$ cat config.mk
export PLATFORM = sky130hd
export DESIGN_NAME = spi_burst_master
export DESIGN_NICKNAME = d
export VERILOG_FILES = /design/src/rtl/spi_burst_pkg.sv /design/src/rtl/spi_tick_gen.sv /design/src/rtl/spi_byte_shifter.sv /design/src/rtl/spi_burst_master.sv
export SDC_FILE = /design/constraint.sdc
export NUM_CORES = 1
export LEC_CHECK = 0
export BUFFER_PORTS_ARGS = -buffer_cell sky130_fd_sc_hd__buf_2
export CAP_MARGIN = 10
export CORE_MARGIN = 2
export CORE_UTILIZATION = 52
export CTS_CLUSTER_SIZE = 14
export DETAILED_ROUTE_END_ITERATION = 10
export GPL_ROUTABILITY_DRIVEN = 0
export PLACE_DENSITY = 0.76
export SLEW_MARGIN = 40
export SYNTH_ARGS = -nofsm -noshare
export SYNTH_HDL_FRONTEND = slang
export SYNTH_SLANG_ARGS = --single-unit
$ cat constraint.sdc
create_clock -name clk -period 2.67 [get_ports clk]
set_input_delay 0.267 -clock clk [delete_from_list [all_inputs] [get_ports clk]]
set_output_delay 0.267 -clock clk [all_outputs]
set_load 0.01 [all_outputs]
$ cat src/rtl/spi_burst_pkg.sv
package spi_burst_pkg;

  localparam int HDR_BYTES = 4;

  typedef enum logic [1:0] {
    PH_IDLE,
    PH_ISSUE,
    PH_XFER,
    PH_TAIL
  } phase_t;

  // Header byte k of a frame: address high, address low, {dir, len hi}, len low.
  function automatic logic [7:0] hdr_byte(input logic [2:0] k,
                                          input logic [15:0] addr,
                                          input logic dir_wr,
                                          input logic [14:0] len);
    case (k)
      3'd0:    return addr[15:8];
      3'd1:    return addr[7:0];
      3'd2:    return {dir_wr, len[14:8]};
      default: return len[7:0];
    endcase
  endfunction

endpackage

$ cat src/rtl/spi_tick_gen.sv
module spi_tick_gen #(
  parameter int HALF = 2
) (
  input  logic clk,
  input  logic rst,
  input  logic run,
  output logic tick
);
  localparam int CW = $clog2(HALF) + 1;

  logic [CW-1:0] cnt;

  assign tick = run && (cnt == CW'(HALF - 1));

  always_ff @(posedge clk) begin
    if (rst || !run || tick) cnt <= '0;
    else                     cnt <= cnt + 1'b1;
  end
endmodule

$ cat src/rtl/spi_byte_shifter.sv
module spi_byte_shifter #(
  parameter int DIV = 4
) (
  input  logic       clk,
  input  logic       rst,
  input  logic       start,
  input  logic [7:0] tx_byte,
  input  logic       miso,
  output logic       sclk,
  output logic       mosi,
  output logic       done,
  output logic       active,
  output logic [7:0] rx_byte
);
  localparam int HALF = DIV / 2;

  logic [7:0] tx_sh;
  logic [2:0] bit_no;
  logic       tick;

  spi_tick_gen #(.HALF(HALF)) u_tick (
    .clk (clk),
    .rst (rst),
    .run (active),
    .tick(tick)
  );

  assign mosi = tx_sh[7];

  always_ff @(posedge clk) begin
    if (rst) begin
      tx_sh   <= '0;
      bit_no  <= '0;
      sclk    <= 1'b0;
      done    <= 1'b0;
      active  <= 1'b0;
      rx_byte <= '0;
    end else begin
      done <= 1'b0;
      if (start) begin
        tx_sh  <= tx_byte;
        bit_no <= '0;
        active <= 1'b1;
        sclk   <= 1'b0;
      end else if (tick) begin
        if (!sclk) begin
          sclk    <= 1'b1;
          rx_byte <= {rx_byte[6:0], miso};
        end else begin
          sclk <= 1'b0;
          if (bit_no == 3'd7) begin
            active <= 1'b0;
            done   <= 1'b1;
          end else begin
            tx_sh  <= {tx_sh[6:0], 1'b0};
            bit_no <= bit_no + 1'b1;
          end
        end
      end
    end
  end

  // a new byte never starts over one still in flight
  a_r5_no_overlap: assert property (@(posedge clk) disable iff (rst)
    start |-> !active);
  // MOSI only moves while SCLK is low
  a_r5_mosi_low_phase: assert property (@(posedge clk) disable iff (rst)
    (sclk && $past(sclk)) |-> $stable(mosi));
endmodule

$ cat src/rtl/spi_burst_master.sv
module spi_burst_master
  import spi_burst_pkg::*;
#(
  parameter int DIV   = 4,
  parameter int AW    = 16,
  parameter int LW    = 15
) (
  input  logic          clk,
  input  logic          rst,
  input  logic          req_valid,
  output logic          req_ready,
  input  logic [AW-1:0] req_addr,
  input  logic          req_write,
  input  logic [LW-1:0] req_len,
  input  logic          wr_valid,
  output logic          wr_ready,
  input  logic [7:0]    wr_data,
  output logic          rd_valid,
  input  logic          rd_ready,
  output logic [7:0]    rd_data,
  output logic          busy,
  output logic          err,
  output logic          cs_n,
  output logic          sclk,
  output logic          mosi,
  input  logic          miso
);
  localparam int TW = $clog2(DIV) + 1;

  phase_t        phase;
  logic [2:0]    hdr_idx;
  logic [LW-1:0] data_cnt;
  logic [LW-1:0] len_q;
  logic [AW-1:0] addr_q;
  logic          wr_q;
  logic [TW-1:0] tail_cnt;

  logic          sh_start;
  logic [7:0]    sh_tx;
  logic          sh_done;
  logic          sh_active;
  logic [7:0]    sh_rx;
  logic          in_data;

  assign in_data   = (hdr_idx == 3'(HDR_BYTES));
  assign req_ready = (phase == PH_IDLE);
  assign wr_ready  = (phase == PH_ISSUE) && in_data && wr_q;

  always_comb begin
    sh_start = 1'b0;
    sh_tx    = 8'h00;
    if (phase == PH_ISSUE) begin
      if (!in_data) begin
        sh_start = 1'b1;
        sh_tx    = hdr_byte(hdr_idx, addr_q, wr_q, len_q);
      end else if (wr_q) begin
        sh_start = wr_valid;
        sh_tx    = wr_data;
      end else begin
        sh_start = !rd_valid;
      end
    end
  end

  spi_byte_shifter #(.DIV(DIV)) u_shift (
    .clk    (clk),
    .rst    (rst),
    .start  (sh_start),
    .tx_byte(sh_tx),
    .miso   (miso),
    .sclk   (sclk),
    .mosi   (mosi),
    .done   (sh_done),
    .active (sh_active),
    .rx_byte(sh_rx)
  );

  always_ff @(posedge clk) begin
    if (rst) begin
      phase    <= PH_IDLE;
      hdr_idx  <= '0;
      data_cnt <= '0;
      len_q    <= '0;
      addr_q   <= '0;
      wr_q     <= 1'b0;
      tail_cnt <= '0;
      cs_n     <= 1'b1;
      busy     <= 1'b0;
      err      <= 1'b0;
      rd_valid <= 1'b0;
      rd_data  <= '0;
    end else begin
      err <= 1'b0;
      if (rd_valid && rd_ready) rd_valid <= 1'b0;
      case (phase)
        PH_IDLE: if (req_valid) begin
          if (req_len == '0) begin
            err <= 1'b1;
          end else begin
            addr_q   <= req_addr;
            wr_q     <= req_write;
            len_q    <= req_len;
            hdr_idx  <= '0;
            data_cnt <= '0;
            cs_n     <= 1'b0;
            busy     <= 1'b1;
            phase    <= PH_ISSUE;
          end
        end
        PH_ISSUE: if (sh_start) phase <= PH_XFER;
        PH_XFER: if (sh_done) begin
          if (!in_data) begin
            hdr_idx <= hdr_idx + 1'b1;
            phase   <= PH_ISSUE;
          end else begin
            if (!wr_q) begin
              rd_data  <= sh_rx;
              rd_valid <= 1'b1;
            end
            data_cnt <= data_cnt + 1'b1;
            if (data_cnt == len_q - 1'b1) begin
              cs_n     <= 1'b1;
              tail_cnt <= '0;
              phase    <= PH_TAIL;
            end else begin
              phase <= PH_ISSUE;
            end
          end
        end
        default: begin
          tail_cnt <= tail_cnt + 1'b1;
          if (tail_cnt == TW'(DIV - 1)) begin
            busy  <= 1'b0;
            phase <= PH_IDLE;
          end
        end
      endcase
    end
  end

  // no SCLK activity outside a chip-select window
  a_r1_sclk_idle_cs_high: assert property (@(posedge clk) disable iff (rst)
    cs_n |-> !sclk);
  // busy covers the whole chip-select window
  a_r9_busy_covers_cs: assert property (@(posedge clk) disable iff (rst)
    !cs_n |-> busy);
  // an error pulse never comes with chip select
  a_r8_err_no_cs: assert property (@(posedge clk) disable iff (rst)
    err |-> (cs_n && !busy));
  // an unaccepted read byte stays put
  a_r6_rd_hold: assert property (@(posedge clk) disable iff (rst)
    (rd_valid && !rd_ready) |=> (rd_valid && $stable(rd_data)));
  // while waiting for write data the serial clock is parked low
  a_r7_stall_low: assert property (@(posedge clk) disable iff (rst)
    (wr_ready && !wr_valid) |-> (!sclk && !cs_n && !sh_active));
endmodule

# Yosys cells after proc, flatten, opt, wreduce, memory -nomap -nowiden
# Index checks and enable logic that the tools add are counted.
# Widths: inputs -> output; s select.
dict set report word_totals {
  reg_bits 91
  inputBits 46
  out_inout_bits 16
  word_cells 141
}
dict set report classes {
  n_addsub 6
  eq_ne 17
  mux 55
  bitwise 10
  n_reduce_logical 34
}
# cell n
set op_table {}
lappend op_table {{$mux 15} 4}
lappend op_table {{$mux 8} 7}
lappend op_table {{$pmux 15 s2} 1}
lappend op_table {{$pmux 8 s3} 1}
lappend op_table {{$mux 1} 23}
lappend op_table {{$mux 3} 7}
lappend op_table {{$add 15x1->15 const B} 1}
lappend op_table {{$eq 15x15->1} 1}
lappend op_table {{$logic_not 15->1} 1}
lappend op_table {{$reduce_and 3->1} 5}
lappend op_table {{$reduce_and 5->1} 3}
lappend op_table {{$sub 15x1->15 const B} 1}
lappend op_table {{$mux 2} 7}
lappend op_table {{$ne 2x2->1 const B} 7}
lappend op_table {{$pmux 3 s2} 2}
lappend op_table {{$reduce_and 4->1} 3}
lappend op_table {{$not 1->1} 10}
lappend op_table {{$reduce_bool 2->1} 5}
lappend op_table {{$add 3x1->3 const B} 3}
lappend op_table {{$eq 3x2->1 const B} 2}
lappend op_table {{$eq 3x3->1 const B} 2}
lappend op_table {{$pmux 2 s3} 1}
lappend op_table {{$reduce_and 6->1} 1}
lappend op_table {{$reduce_or 2->1} 3}
lappend op_table {{other kinds (14)} 21}

# Longest topological paths before layout
dict set report depth {
  depth_word 6
  ltp_mapped 10
  ltp_nobuf 9
}

# By module
# A second synthesis with hierarchy kept.
dict set report unflattened {
  cells_unflattened 594
  area_unflattened_um2 4730.8
}
# module n_inst cells_each area_per_inst_um2 seq_area_each_um2
set by_module_without_submodules {}
lappend by_module_without_submodules {spi_burst_master 1 495 3764.9 1341.3}
lappend by_module_without_submodules {spi_byte_shifter 1 92 872.1 440.4}
lappend by_module_without_submodules {spi_tick_gen 1 7 93.8 40.0}

# Worst setup path after synthesis
# No wires, ideal clock.
dict set report synth_timing {
  path_type {flip-flop to flip-flop}
  startpoint {register phase[0]}
  endpoint {register phase[1]}
  setup_ns 0.070
  arrival_time_ns 2.581
  t_required_ns 2.600
  slack_ns 0.018
  path_stages_with_launch 11
  path_buffers 1
  cell_sequence {dfxtp_1 -> inv_1 -> ha_1 -> nor4b_1 -> and4_1 -> or2_1 -> clkbuf_1 -> a2111oi_0 -> mux2_2 -> nand4b_1 -> a21oi_1}
}
dict set report synth_between {
  word_cells_on_any_way 11
  cone_classes {eq/ne: 6; mux: 2; reduce/logical: 3}
}
# element line_no
set synth_lines {}
lappend synth_lines {{start: declaration} spi_burst_master.sv:30} ;# phase_t phase;
lappend synth_lines {{start signal: assignment} spi_burst_master.sv:80} ;# phase <= PH_IDLE;
lappend synth_lines {{start signal: assignment} spi_burst_master.sv:107} ;# phase <= PH_ISSUE;
lappend synth_lines {{start signal: assignment} spi_burst_master.sv:110} ;# PH_ISSUE: if (sh_start) phase <= PH_XFER;
lappend synth_lines {{$logic_not 2->1 *} -}
lappend synth_lines {{named net req_ready} spi_burst_master.sv:11} ;# output logic req_ready,
lappend synth_lines {{$reduce_bool 4->1 (no line) / $ne 2x2->1 (equally long branches)} -}
lappend synth_lines {{$reduce_and 5->1 (no line)} -}
# Mark *: on every way through the listed nets, which the timed path passes. The rest lies on a longest branch.
# A chain may end at the register's enable or synchronous reset.

# Worst setup path in the final report
dict set report layout_timing {
  startpoint {register len_q[5]}
  endpoint {register tail_cnt[0]}
}
dict set report layout_between {
  elab_chain_len 4
}
# element line_no
set layout_lines {}
lappend layout_lines {{start: declaration} spi_burst_master.sv:33} ;# logic [LW-1:0] len_q;
lappend layout_lines {{start signal: assignment} spi_burst_master.sv:102} ;# len_q <= req_len;
lappend layout_lines {{$sub 15x1->15} spi_burst_master.sv:121} ;# if (data_cnt == len_q - 1'b1) begin
lappend layout_lines {{$eq 15x15->1} spi_burst_master.sv:121}
lappend layout_lines {{$ne 2x2->1 (no line)} -}
lappend layout_lines {{$reduce_and 4->1 (no line)} -}
lappend layout_lines {{end signal: assignment} spi_burst_master.sv:131} ;# tail_cnt <= tail_cnt + 1'b1;
lappend layout_lines {{end: declaration} spi_burst_master.sv:36} ;# logic [TW-1:0] tail_cnt;
# No other way between the ends.

==> reports/qor.yml <==
die:
  row_count: 34
  coreArea_um2: 8590
  io_pins: 62
  fp.dieH_um: 97.6
  fp.dieW_um: 97.6
  start_util_pct: 53.0
  die_area_um2: 9530
power:
  pwr-share-comb_pct: 35.2
  pwr-share-clk_pct: 23.8
  power.share.sequential_pct: 41.0
  p_sw_share_pct: 36.5
  p_leak_nw: 2.11
  power_switching_w: 0.00147
  ir_worst_vdd_uv: 519
  p_int_w: 0.00256
  powerDensity_nw_per_um2: 764
finish:
  post-route-util_pct: 61.5
  insertedDiodeCount: 0
  nets: 673
  area_growth_pct: 15.9
  layout-drive-gt1-share_pct: 18.3
synth:
  synth_top_cells_by_area: "dfxtp_1, nand2_1, mux2i_1, a21oi_1, nor2_1"
  yosysMostFrequentCell: "dfxtp_1"
  avgSynthCellArea_um2: 8.27
  synth_fp_nets: 611
  synth_top_area_share_pct: 40.0
  ys_seq_area_share_pct: 40.0
  synth_edf_count: 0
  synthArstFlopShare_pct: 0
  synth_commonest_cells: "dfxtp_1, nand2_1, nor2_1"
  synth.largest_area_cell: "dfxtp_1"
  yosys_warnings: 0
  synthCells: 551
  synth-seq-cells: 91
  ys.flop_type: "dfxtp_1"
  synth_area_um2: 4560
  synth_cell_types: 53
setup_path:
  cp.required_ns: 2.91
  critPathKind: "flop to flop"
  rrSetupSlack_ns: 0.09
  critPathMaxFanout: 6
  end_kind: "flop"
  worst_setup_path_start_kind: "flop"
  worstPathArrival_ns: 2.82
sta:
  timing_hold_violations_final: 0
  fin_skew_ns: 0.0115
  timing.final.crit_share_pct: 96.5
  period_needed_ns: 2.58
  rsz0062_at_grt: "no"
  maxSlewViolCount: 0
  fmax_ghz: 0.388
  tns_ns: 0
  max_slew_margin_pct: 60.4
  setup_viol: 0
  hold_ws_ns: 0.124
  tightest_slew_ns: 0.589
global_route:
  grt_pass1_wl_um: 18500
  antenna_found_initial: 0
  grt_overflow: 0
  grt_max_degree: 49
  grt_usage_pct: 23.5
  grt_pass1_vias: 4020
placement:
  io_buffer_count: 61
  hpwl_um: 7950
routing:
  routed_wl_um: 10800
  first_iter_violations: 185
  dr.pass1.iters: 5
  route.detailed.drc: 0
  via_count: 4076
  viasPerCell: 5.61
  antenna_left: 0
  wl_per_cell_um: 14.9
worst_hold_path:
  min_path_type: "input port to flop"
clock_tree:
  insertion_delay_ns: 0.37
  cts_tree: "done"
  cts_buffer_depth: 2
  clock_sinks: 91
  clk_pin_slew_worst_paths_ns: 0.10
  clockRootBuffer: "clkbuf_8"
  cts.htree.levels: 3
  numCtsBuffers: 9
  hold_buffers: 0
status:
  status: "finished clean"
flow_run:
  timing.max_cap.violations: 0
[layout make-up]
type | instances | area [um2]
clock buffers | 10 | 128
clock inverters | 6 | 72.6
fillers | 771 | 3310
inverters | 14 | 52.6
multi-input cells | 414 | 2590
flip-flops and latches | 91 | 1820
well taps | 108 | 135
repair buffers | 83 | 483
[final timing paths]
check | startpoint | end | cells past startpoint
worst min register to register | u_shift.u_tick.cnt[0]$_SDFF_PP0_ | u_shift.u_tick.cnt[0]$_SDFF_PP0_ | 1
worst max register to register | len_q[5]$_SDFFE_PP0P_ | tail_cnt[0]$_SDFFE_PP0P_ | 7
worst min-delay path | req_addr[6] | addr_q[6]$_SDFFE_PP0P_ | 3
worst max-delay path | len_q[5]$_SDFFE_PP0P_ | tail_cnt[0]$_SDFFE_PP0P_ | 7
[flip-flops by register name (all words and copies together), names as in the netlist, 3 cells and up]
register and cells:
rd_data 8, u_shift.tx_sh 8, addr_q 16, len_q 15, u_shift.rx_byte 8, hdr_idx 3
data_cnt 15, tail_cnt 3, u_shift.bit_no 3
[worst max-delay path: stages, from the launching register on]
cell and delay, ns:
dfxtp_1 0.38, or4_4 0.57, or4_4 0.53, nor2_2 0.11, xnor2_1 0.11, nor4_4 0.39, a41oi_2 0.21, o2bb2ai_1 0.16
[cells in the final DEF, fill, tap and decap left out, drive strengths merged, types with 6 or more instances in the layout]
cell type / Yosys / routed
xnor2: 22 / 22
o21ai: 8 / 8
dfxtp: 91 / 91
nor2: 65 / 65
inv: 14 / 17
nor3: 15 / 15
clkbuf: 28 / 10
buf: 4 / 83
a221oi: 8 / 8
a311oi: 6 / 6
ha: 14 / 14
a21oi: 50 / 50
and3: 7 / 7
nand2: 87 / 87
xor2: 11 / 11
nand3: 13 / 13
a22o: 7 / 7
mux2i: 27 / 27
a211oi: 10 / 10
[cell families (layout without fill, tap and decap cells)]
logic type	Yosys count	in the layout	synth area share (%)
compound gates	106	106	15.4
xor+xnor	33	33	6.34
fa+ha+maj	14	14	3.84
buf+inv	46	113	4.01
flops	91	91	40.0
mux	28	28	6.18
simple gates	233	233	24.3
[power groups by stage]
stage | registers (W) | logic [W] | clock network, W
global route | 0.00168 | 0.00158 | 0.00103
floorplan | 0.00165 | 0.000988 | 0
global placement | 0.00168 | 0.00132 | 0
detailed placement | 0.00168 | 0.00137 | 0
finish | 0.00166 | 0.00142 | 0.000962
CTS | 0.00165 | 0.00138 | 0.000976
[metrics by stage]
| stage | total power (W) | cell area [um2] | worst slack [ns] | std cells |
|---|---|---|---|---|
| detailed placement | 0.00305 | 5040 | 0.134 | 709 |
| global placement | 0.00300 | 5040 | 0.212 | 709 |
| global route | 0.00429 | 5280 | 0.0272 | 726 |
| CTS | 0.00401 | 5240 | 0.0695 | 725 |
| floorplan | 0.00264 | 4560 | 0.0184 | 551 |
| finish | 0.00404 | 5280 | 0.0939 | 726 |
[layer usage]
metal | up-vias | part of all wire [%] | wire length [um] | track usage (%)
li1 | 2051 | - | - | -
met1 | 1883 | 43 | 4690 | 29.7
met2 | 127 | 49 | 5320 | 40.4
met3 | 15 | 6.2 | 673 | 5.47
met4 | 0 | 1.2 | 128 | 5.98
met5 | - | 0 | 0 | 0
[what timing repair did]
| item | CTS | global route |
|---|---|---|
| buffers inserted | 0 | 1 |
| setup endpoints to repair | 0 | 10 |
| gates resized for setup | 0 | 6 |
Note: power is estimated with default switching activity, not from simulation.
